==> src/rtl/lane_deskew_pkg.sv <==
package lane_deskew_pkg;

   typedef enum logic [1:0] {
      GRP_SINGLE = 2'd0,
      GRP_PAIR   = 2'd1,
      GRP_QUAD   = 2'd2,
      GRP_ALL    = 2'd3
   } grp_mode_e;

   typedef enum logic [1:0] {
      ST_IDLE      = 2'd0,
      ST_COUNT_ANY = 2'd1,
      ST_COUNT_ALL = 2'd2,
      ST_ALIGNED   = 2'd3
   } dsk_state_e;

   // Index of the lowest lane of the group a lane belongs to; that index
   // also names the group controller serving it.
   function automatic int unsigned grp_leader(int unsigned lane, grp_mode_e mode,
                                              int unsigned lanes_per_quad);
      case (mode)
         GRP_SINGLE: return lane;
         GRP_PAIR:   return (lane / 2) * 2;
         GRP_QUAD:   return (lane / lanes_per_quad) * lanes_per_quad;
         default:    return 0;
      endcase
   endfunction

endpackage

==> src/rtl/dsk_marker_latch.sv <==
module dsk_marker_latch #(
   parameter int NUM_LANES = 8
) (
   input  logic                 clk,
   input  logic                 rst_n,
   input  logic                 restart,
   input  logic [NUM_LANES-1:0] marker_in,
   input  logic [NUM_LANES-1:0] lane_en,
   output logic [NUM_LANES-1:0] seen_q
);

   // Markers of disabled lanes are dropped so a lane re-enabled later cannot
   // bring a stale marker into its group.
   always_ff @(posedge clk) begin
      if (!rst_n || restart) seen_q <= '0;
      else                   seen_q <= seen_q | (marker_in & lane_en);
   end

endmodule

==> src/rtl/dsk_group_map.sv <==
module dsk_group_map
   import lane_deskew_pkg::*;
#(
   parameter int NUM_LANES      = 8,
   parameter int LANES_PER_QUAD = 4,
   localparam int IDX_W         = $clog2(NUM_LANES)
) (
   input  grp_mode_e                            mode,
   input  logic [NUM_LANES-1:0]                 lane_en,
   output logic [NUM_LANES-1:0][IDX_W-1:0]      lane_grp,
   output logic [NUM_LANES-1:0][NUM_LANES-1:0]  grp_members
);

   for (genvar l = 0; l < NUM_LANES; l++) begin : g_lane
      assign lane_grp[l] = IDX_W'(grp_leader(l, mode, LANES_PER_QUAD));
   end

   always_comb begin
      for (int g = 0; g < NUM_LANES; g++) begin
         for (int l = 0; l < NUM_LANES; l++) begin
            grp_members[g][l] = lane_en[l] &&
                                (grp_leader(l, mode, LANES_PER_QUAD) == g);
         end
      end
   end

endmodule

==> src/rtl/dsk_group_ctrl.sv <==
module dsk_group_ctrl
   import lane_deskew_pkg::*;
#(
   parameter int NUM_LANES = 8,
   parameter int CNT_INIT  = 18,
   localparam int CNT_W    = $clog2(CNT_INIT + 1)
) (
   input  logic                 clk,
   input  logic                 rst_n,
   input  logic                 restart,
   input  logic [NUM_LANES-1:0] members,
   input  logic [NUM_LANES-1:0] seen,
   output dsk_state_e           state_o,
   output logic                 aligned_o
);

   dsk_state_e       st_q;
   logic [CNT_W-1:0] cnt_q;
   logic             any_seen;
   logic             all_seen;
   logic [CNT_W-1:0] step;
   logic [CNT_W-1:0] cnt_next;

   assign any_seen = |(seen & members);
   assign all_seen = (members != '0) && ((seen & members) == members);
   assign step     = all_seen ? CNT_W'(2) : CNT_W'(1);
   // Saturating decrement: a step of 2 from 1 lands on 0.
   assign cnt_next = (cnt_q > step) ? (cnt_q - step) : '0;

   always_ff @(posedge clk) begin
      if (!rst_n || restart) begin
         st_q  <= ST_IDLE;
         cnt_q <= CNT_W'(CNT_INIT);
      end else if (st_q != ST_ALIGNED && (st_q != ST_IDLE || any_seen)) begin
         cnt_q <= cnt_next;
         if (cnt_next == '0)  st_q <= ST_ALIGNED;
         else if (all_seen)   st_q <= ST_COUNT_ALL;
         else                 st_q <= ST_COUNT_ANY;
      end
   end

   assign state_o   = st_q;
   assign aligned_o = (st_q == ST_ALIGNED);

endmodule

==> src/rtl/lane_deskew_group.sv <==
module lane_deskew_group
   import lane_deskew_pkg::*;
#(
   parameter int NUM_QUADS      = 2,
   parameter int LANES_PER_QUAD = 4,
   parameter int CNT_INIT       = 18,
   localparam int NUM_LANES     = NUM_QUADS * LANES_PER_QUAD,
   localparam int IDX_W         = $clog2(NUM_LANES)
) (
   input  logic                 clk,
   input  logic                 rst_n,
   input  logic [NUM_LANES-1:0] marker_in,
   input  logic [NUM_LANES-1:0] lane_en,
   input  logic [1:0]           group_mode,
   input  logic                 resync_tgl,
   output logic [NUM_LANES-1:0] lane_rd_en,
   output logic                 all_aligned
);

   if (LANES_PER_QUAD < 2 || (LANES_PER_QUAD % 2) != 0) begin : g_bad_quad
      $error("LANES_PER_QUAD must be even and at least 2");
   end
   if (NUM_LANES < 2) begin : g_bad_lanes
      $error("at least two lanes are required");
   end
   if (CNT_INIT < 2) begin : g_bad_cnt
      $error("CNT_INIT must be at least 2");
   end

   logic                                rs_q;
   logic                                restart;
   grp_mode_e                           mode_q;
   grp_mode_e                           mode_eff;
   logic [NUM_LANES-1:0]                seen;
   logic [NUM_LANES-1:0][IDX_W-1:0]     lane_grp;
   logic [NUM_LANES-1:0][NUM_LANES-1:0] grp_members;
   logic [NUM_LANES-1:0]                grp_aligned;
   logic [NUM_LANES-1:0]                grp_idle;
   logic                                all_idle;

   // Resync is a toggle: any level change restarts every group.
   always_ff @(posedge clk) begin
      if (!rst_n) rs_q <= 1'b0;
      else        rs_q <= resync_tgl;
   end
   assign restart = (resync_tgl != rs_q);

   // Grouping is frozen as soon as any group leaves idle.
   assign all_idle = &grp_idle;
   assign mode_eff = all_idle ? grp_mode_e'(group_mode) : mode_q;

   always_ff @(posedge clk) begin
      if (!rst_n) mode_q <= GRP_SINGLE;
      else        mode_q <= mode_eff;
   end

   dsk_marker_latch #(.NUM_LANES(NUM_LANES)) u_latch (
      .clk       (clk),
      .rst_n     (rst_n),
      .restart   (restart),
      .marker_in (marker_in),
      .lane_en   (lane_en),
      .seen_q    (seen)
   );

   dsk_group_map #(
      .NUM_LANES      (NUM_LANES),
      .LANES_PER_QUAD (LANES_PER_QUAD)
   ) u_map (
      .mode        (mode_eff),
      .lane_en     (lane_en),
      .lane_grp    (lane_grp),
      .grp_members (grp_members)
   );

   for (genvar g = 0; g < NUM_LANES; g++) begin : g_grp
      dsk_state_e st;
      dsk_group_ctrl #(
         .NUM_LANES (NUM_LANES),
         .CNT_INIT  (CNT_INIT)
      ) u_ctrl (
         .clk       (clk),
         .rst_n     (rst_n),
         .restart   (restart),
         .members   (grp_members[g]),
         .seen      (seen),
         .state_o   (st),
         .aligned_o (grp_aligned[g])
      );
      assign grp_idle[g] = (st == ST_IDLE);
   end

   for (genvar l = 0; l < NUM_LANES; l++) begin : g_rd
      assign lane_rd_en[l] = grp_aligned[lane_grp[l]] & lane_en[l];
   end

   assign all_aligned = (|lane_en) && (&(grp_aligned[lane_grp[0]] | ~lane_en[0]
                        ? (lane_rd_en | ~lane_en) : '0));

endmodule

==> config.mk <==
export PLATFORM = sky130hd
export DESIGN_NAME = lane_deskew_group
export DESIGN_NICKNAME = d
export VERILOG_FILES = /design/src/rtl/lane_deskew_pkg.sv /design/src/rtl/dsk_marker_latch.sv /design/src/rtl/dsk_group_map.sv /design/src/rtl/dsk_group_ctrl.sv /design/src/rtl/lane_deskew_group.sv
export SDC_FILE = /design/constraint.sdc
export NUM_CORES = 1
export LEC_CHECK = 0
export BUFFER_PORTS_ARGS = -buffer_cell sky130_fd_sc_hd__buf_2
export CAP_MARGIN = 20
export CELL_PAD_IN_SITES_DETAIL_PLACEMENT = 0
export CELL_PAD_IN_SITES_GLOBAL_PLACEMENT = 2
export CORE_MARGIN = 3
export CORE_UTILIZATION = 40
export CTS_BUF_LIST = sky130_fd_sc_hd__clkbuf_16
export DETAILED_ROUTE_END_ITERATION = 8
export PLACE_DENSITY_LB_ADDON = 0.1
export SYNTH_ARGS = -nofsm -noshare
export SYNTH_HDL_FRONTEND = slang
export SYNTH_SLANG_ARGS = --single-unit
==> constraint.sdc <==
create_clock -name clk -period 8.6 [get_ports clk]
set_input_delay 0.86 -clock clk [delete_from_list [all_inputs] [get_ports clk]]
set_output_delay 0.86 -clock clk [all_outputs]
set_load 0.01 [all_outputs]
# Word level (Yosys, flattened, before mapping)
# Cells that the tools add are included.
# totals
inputBits	21
memories	0
rom_bits	0
output_inout_bits	9
register_bits	67
latch_bits	0
mem_bits_rw	0
# op_classes
n_reduce_logical	137
mul	0
n_shift	0
muxes	55
magnitude_cmp	15
addsub	8
eq_ne	76
n_bitwise	22
div_mod_pow	0
# ops
cell	n
$eq A32 B3 Y1 const B	12
$logic_not A32 Y1	7
$eq A32 B2 Y1 const B	3
$logic_and A1 B1 Y1	73
$and A8 B8 Y8	9
$reduce_or A8 Y1	9
$eq A8 B8 Y1	8
$reduce_bool A8 Y1	8
$mux W2	26
$gt A5 B5 Y1	8
$logic_not A5 Y1	8
$mux W5	8
$sub A5 B5 Y5	8
$eq A3 B3 Y1 const B	12
$eq A32 B1 Y1 const B	1
$lt A3 B4 Y1 const B	7
$eq A3 B2 Y1 const B	8
$bmux W1 S3	7
$eq A2 B2 Y1 const B	10
$logic_not A2 Y1	9
$ne A2 B2 Y1 const B	8
$or A8 B8 Y8	2
$reduce_and A8 Y1	2
$reduce_bool A2 Y1	8
other kinds (20)	52

# Logic depth before layout (Yosys ltp)
# logic_depth
ltp_word	16
depth_mapped	23
depth_no_buf	20

# By module
# From an unflattened synthesis, not the netlist that was laid out.
# hier_totals
hier_cells	758
hier_area_um2	6212.2
# by_module_without_submodules
mod	seq_area_each_um2	cells_each	instances	area_each_um2
dsk_group_ctrl	140.1	72	8	565.5
lane_deskew_group	60.1	58	1	720.7
dsk_group_map	0.0	98	1	711.9
dsk_marker_latch	160.2	26	1	255.2

# Worst setup path after synthesis
# OpenSTA, ideal clock, no wires.
# synth_timing
path_type	flip-flop to flip-flop
start	reg g_grp[1].u_ctrl.st_q[1]
end	reg g_grp[2].u_ctrl.st_q[0]
path_stages_with_launch	21
setup_slack_ps	4168
setup_time_ps	115
arrival_time_ps	4316
n_path_buf	3
cell_sequence	dfxtp_1 -> nor4_1 -> and2_1 -> buf_6 -> and3_1 -> nor2_4 -> inv_1 -> ha_1 -> clkbuf_1 -> buf_1 -> a21o_1 -> a31oi_1 -> a31oi_1 -> ha_1 -> inv_1 -> fa_1 -> xor2_1 -> and4_1 -> a21oi_1 -> o211ai_1 -> o21ba_2
# synth_via
elab_chain_len	16
elab_cells_between_ends	44
classes_between	add/sub (1); order compare (1); eq/ne (10); mux (12); bitwise (1); reduce/logical (19)
# synth_lines
element	line	rtl
start: declaration	dsk_group_ctrl.sv:17	dsk_state_e st_q;
start signal: assignment	dsk_group_ctrl.sv:32	st_q <= ST_IDLE;
start signal: assignment	dsk_group_ctrl.sv:36	if (cnt_next == '0) st_q <= ST_ALIGNED;
start signal: assignment	dsk_group_ctrl.sv:37	else if (all_seen) st_q <= ST_COUNT_ALL;
$logic_not A2 Y1 (*)	lane_deskew_group.sv:90	assign grp_idle[g] = (st == ST_IDLE);
$reduce_and A8 Y1 (*)	lane_deskew_group.sv:49	assign all_idle = &grp_idle;
$mux W2 (*)	lane_deskew_group.sv:50	assign mode_eff = all_idle ? grp_mode_e'(group_mode) : mode_q;
net mode_eff[1]	lane_deskew_group.sv:33	grp_mode_e mode_eff;
$eq A2 B1 Y1 (tied with other cells)	lane_deskew_pkg.sv:21	case (mode)
$reduce_or A2 Y1 (no line) or $reduce_or A3 Y1 (tied branches)	n/a	
$mux W2 (tied with other cells)	lane_deskew_pkg.sv:21	
$eq A32 B2 Y1 or $eq A3 B2 Y1 (tied branches)	dsk_group_map.sv:22	(grp_leader(l, mode, LANES_PER_QUAD) == g);
$logic_and A1 B1 Y1	dsk_group_map.sv:21	grp_members[g][l] = lane_en[l] &&
$and A8 B8 Y8	dsk_group_ctrl.sv:24, dsk_group_ctrl.sv:25	
$eq A8 B8 Y1	dsk_group_ctrl.sv:25	assign all_seen = (members != '0) && ((seen & members) == members);
$logic_and A1 B1 Y1	dsk_group_ctrl.sv:25	
$mux W2	dsk_group_ctrl.sv:26, dsk_group_ctrl.sv:37	
$sub A5 B5 Y5 or $gt A5 B5 Y1 (tied branches)	dsk_group_ctrl.sv:28	assign cnt_next = (cnt_q > step) ? (cnt_q - step) : '0;
$mux W5	dsk_group_ctrl.sv:28	
$logic_not A5 Y1	dsk_group_ctrl.sv:36	
$mux W2	dsk_group_ctrl.sv:36	
end signal: assignment	dsk_group_ctrl.sv:36	
end signal: assignment	dsk_group_ctrl.sv:37	
end signal: assignment	dsk_group_ctrl.sv:38	else st_q <= ST_COUNT_ANY;
end: declaration	dsk_group_ctrl.sv:17	
# The timed path passes the listed nets; every way through them passes the cells marked *.
# A chain may end at the register's enable or synchronous reset.

# Worst setup path after layout
# layout_timing
start	reg g_grp[1].u_ctrl.st_q[1]
end	out all_aligned
# layout_via
elab_chain_len	13
elab_cells_between_ends	42
classes_between	eq/ne (3); mux (23); bitwise (8); reduce/logical (8)
# layout_lines
element	line	rtl
$logic_not A2 Y1 (*)	lane_deskew_group.sv:90	
$reduce_and A8 Y1 (*)	lane_deskew_group.sv:49	
$mux W2 (*)	lane_deskew_group.sv:50	
net mode_eff[1]	lane_deskew_group.sv:33	
$eq A2 B1 Y1 (tied with other cells)	lane_deskew_pkg.sv:21	
$reduce_or A2 Y1 (no line) or $reduce_or A3 Y1 (tied branches)	n/a	
$pmux W3 S2 (tied with other cells)	lane_deskew_pkg.sv:21	
$bmux W1 S3	lane_deskew_group.sv:94	assign lane_rd_en[l] = grp_aligned[lane_grp[l]] & lane_en[l];
$mux W1 (not written as such)	lane_deskew_group.sv:94	
$and A1 B1 Y1	lane_deskew_group.sv:94	
$or A8 B8 Y8 (*)	lane_deskew_group.sv:98	? (lane_rd_en | ~lane_en) : '0));
$mux W8 (*)	lane_deskew_group.sv:98	
$reduce_and A8 Y1 (*)	lane_deskew_group.sv:97	assign all_aligned = (|lane_en) && (&(grp_aligned[lane_grp[0]] | ~lane_en[0]
$logic_and A1 B1 Y1 (*)	lane_deskew_group.sv:97	
end: declaration	lane_deskew_group.sv:17	output logic all_aligned
# The timed path passes the listed nets; every way through them passes the cells marked *. The select of a mux whose other input is x is not followed.

==> summary.md <==
| Metric | Value |
|---|---|
| Min Tclk post-route | 5.65 ns |
| Warnings, synthesis | 0 |
| Worst-path clk slew | 0.05 ns |
| Via count | 4700 |
| R2R depth | 19 |
| Commonest non-fill, non-tap cell in the layout | dfxtp_1 |
| DR iter-0 viols | 308 |
| Most common cell on crit path | o21ai_0 |
| FILL cells | 1179 |
| CTS Hold Bufs | 0 |
| Yosys reg bits | 67 |
| # Post-CTS Setup Buffers | 0 |
| Die height | 116 um |
| CTS tree | done |
| First-pass GRT wire length | 22.7 mm |
| R2r startpoint | g_grp[1].u_ctrl.state_o[1]$_SDFFE_PP0P_ |
| Avg Synthesized Cell Area | 7.85 sq um |
| VDD IR max | 143 uV |
| Reg2reg end | g_grp[5].u_ctrl.state_o[1]$_SDFFE_PP0P_ |
| IO buf count | 29 |
| Power per cell area | 182 mW/mm^2 |
| CP Launch Point | g_grp[1].u_ctrl.state_o[1]$_SDFFE_PP0P_ |
| Clock Path Buffers | 2 |
| Ys flop type | dfxtp_1 |
| Library cells used by synthesis | 72 |
| Worst setup SP type | flip-flop |
| Worst setup endpoint | all_aligned |
| Final wirelength | 13.7 mm |
| CP Data Arrival Time | 4.79 ns |
| Share of cells above drive strength 1 | 9.77% |
| Footprint of the multi-input gates | 0.00324 sq mm |
| Mapped Area | 0.00485 sq mm |
| Initial antenna violation count | 0 |
| Synth Net Count | 669 |
| Max-Cap Viols | 0 |
| Hold Vio Cnt, Final | 0 |
| Worst-margin pin slew | 0.794 ns |
| Hpwl dp | 10.1 mm |
| WL met3 | 671 um |
| First-pass detailed-route iteration total | 5 |
| Status | complete, no violations |
| Sequential cell area | 0.00134 sq mm |
| Highest-delay cell along the critical path | ha_1 |
| Total gr overflow | 0 |
| Core Box Area | 0.0116 sq mm |
| WL/cell | 17.4 um |
| Top post-synthesis cells by area | dfxtp_1 (28%), a21oi_1 (6.4%), ha_1 (5.7%), o21ai_0 (4.1%), nand2_1 (3.8%) |
| Lkg Pwr | 2.07 nW |
| I/O Pins | 30 |
| TritonCTS Sinks | 67 |
| Fin Setup TNS | 0 ns |
| Final setup fails | 0 |
| CP Data Required Time | 7.74 ns |
| Ant diodes | 0 |
| Count of final max-slew check failures | 0 |
| DRT antenna net count | 0 |
| Initial core utilization | 41.8% |
| Crit path capture type | output pin |
| Setup CP Type | flip-flop to output pin |
| Gate Count Post-Synth | 618 |
| Post-synth EDFFs | 0 |
| Dominant cell type by area after synthesis | dfxtp_1 |
| Max Clk Rate | 0.177 GHz |
| Area share of the largest cell type after synthesis | 27.7% |
| Avg Vias per Cell | 5.96 |
| Die Width | 116 um |
| Most frequent cells in the layout | dfxtp_1 (67), a21oi_1 (62), nand2_1 (49), inv_1 (46), o21ai_0 (40) |
| Routability cong. | 0.959 |
| DR top layer | met4 |
| Vias in the first global route | 4442 |
| RSZ-0062 raised after global routing | false |
| H-tree levels | 3 |
| Total track usage | 21.3% |
| TritonCTS buffer count | 9 |
| Clk_lat worst skew | 0.34 ns |
| Detailed-routing wirelength on met1 | 6.38 mm |
| Site Rows | 39 |
| Post-CTS sizing | 0 |
| CP max stage delay | 0.71 ns |
| Ys async rst share | 0% |
| Critical path peak fanout | 23 |
| Worst R2R Setup Slack | 3.28 ns |
| CP Cell Sequence | nor4_1 -> and2_1 -> and3_1 -> nor2_4 -> inv_1 -> ha_1 -> nand3_1 -> o21ai_0 -> o21ai_0 -> a221o_1 -> a2111oi_0 -> buf_2 |
| Max_slew headroom | 46.7% |
| Worst hold path type | flip-flop to flip-flop |
| Remaining DRCs | 0 |
| Routed wl met2 | 6.32 mm |
| Fin nets | 691 |
| Worst Clk Skew | 0.00587 ns |
| Final core utilization | 46.8% |
| Clk root buf | clkbuf_16 |
| Area Overhead vs Synth | 12.0% |
| Sequential-to-total area share from yosys stat | 27.7% |
| Largest net degree at the start of global routing | 24 |
| Die Footprint | 0.0135 sq mm |
| Crit share post-route | 65.6% |
[how the worst min path moves through the flow]
stage	startpoint	end	slack, ns	cells past startpoint
4_1_cts	g_grp[6].u_ctrl.cnt_q[0]$_SDFFE_PP0P_	g_grp[6].u_ctrl.cnt_q[0]$_SDFFE_PP0P_	0.45	2
3_3_place_gp	g_grp[2].u_ctrl.cnt_q[0]$_SDFFE_PP0P_	g_grp[2].u_ctrl.cnt_q[0]$_SDFFE_PP0P_	0.44	2
6_report	g_grp[6].u_ctrl.cnt_q[0]$_SDFFE_PP0P_	g_grp[6].u_ctrl.cnt_q[0]$_SDFFE_PP0P_	0.45	2
2_1_floorplan	g_grp[0].u_ctrl.cnt_q[0]$_SDFFE_PP0P_	g_grp[0].u_ctrl.cnt_q[0]$_SDFFE_PP0P_	0.43	2
5_1_grt	g_grp[2].u_ctrl.cnt_q[0]$_SDFFE_PP0P_	g_grp[2].u_ctrl.cnt_q[0]$_SDFFE_PP0P_	0.49	2
3_5_place_dp	g_grp[6].u_ctrl.cnt_q[0]$_SDFFE_PP0P_	g_grp[6].u_ctrl.cnt_q[0]$_SDFFE_PP0P_	0.44	2
[power breakdown]
part           switching [mW]  internal (mW)
logic                   0.161          0.101
clock network           0.146          0.253
registers              0.0110          0.319
[state kept, by name, summed over array words and instances (netlist names)]
name                  cells
u_latch.seen_q            8
rs_q                      1
g_grp.u_ctrl.state_o     16
g_grp.u_ctrl.cnt_q       40
mode_q                    2
[layer usage]
layer / track usage (%) / vias to the layer above
met4: 7.81 / 0
met3: 4.40 / 20
li1: - / 2332
met2: 33.9 / 125
met5: 0 / -
met1: 28.8 / 2223
[metrics by stage]
stage	instance area, sq um	power, mW	setup slack, ns	instances	hold slack (ns)
after floorplan	4850	0.532	4.17	618	0.432
final	5430	0.991	2.95	788	0.450
after CTS	5420	1.00	2.97	787	0.451
after global placement	5100	0.591	3.36	771	0.438
after global routing	5430	1.05	2.74	788	0.486
after detailed placement	5100	0.592	3.36	771	0.443
[logic make-up after synthesis]
| logic type | count (synthesis) | synth area share (%) |
|---|---|---|
| mux | 12 | 2.76 |
| buf+inv | 68 | 5.55 |
| fa+ha+maj | 30 | 8.98 |
| xor+xnor | 10 | 1.81 |
| flops | 67 | 27.7 |
| compound gates | 198 | 27.2 |
| simple gates | 233 | 26.1 |
[final cells by class]
cell class	count	area share, %
Clock buffer	9	4.15
Clock inverter	7	1.68
Inverter	46	3.18
Multi-Input combinational cell	483	59.6
Sequential cell	67	24.7
Tap cell	143	3.29
Timing Repair Buffer	33	3.36
[Yosys cell counts, types with 7 or more instances]
| library cell | number |
|---|---|
| nand2b_1 | 8 |
| nor3_1 | 17 |
| dfxtp_1 | 67 |
| o21a_1 | 7 |
| o21ai_0 | 40 |
| nand2_1 | 49 |
| and2_1 | 12 |
| a31oi_1 | 8 |
| nor4_1 | 8 |
| a211oi_1 | 14 |
| or3_1 | 16 |
| ha_1 | 22 |
| clkbuf_1 | 15 |
| or4_1 | 9 |
| nor3b_1 | 9 |
| nand3_1 | 23 |
| mux2i_1 | 10 |
| o211ai_1 | 8 |
| o311ai_0 | 8 |
| nor2b_1 | 18 |
| nor2_1 | 38 |
| inv_1 | 46 |
| fa_1 | 8 |
| a21oi_1 | 62 |
[worst max-delay path: cells and delay by family (launching register included)]
family | cells | cell delay (ns)
compound gates | 4 | 1.49
simple gates | 5 | 1.41
fa+ha+maj | 1 | 0.71
buf+inv | 2 | 0.47
flops | 1 | 0.35
No activity file was read; power rests on OpenSTA's default activity.
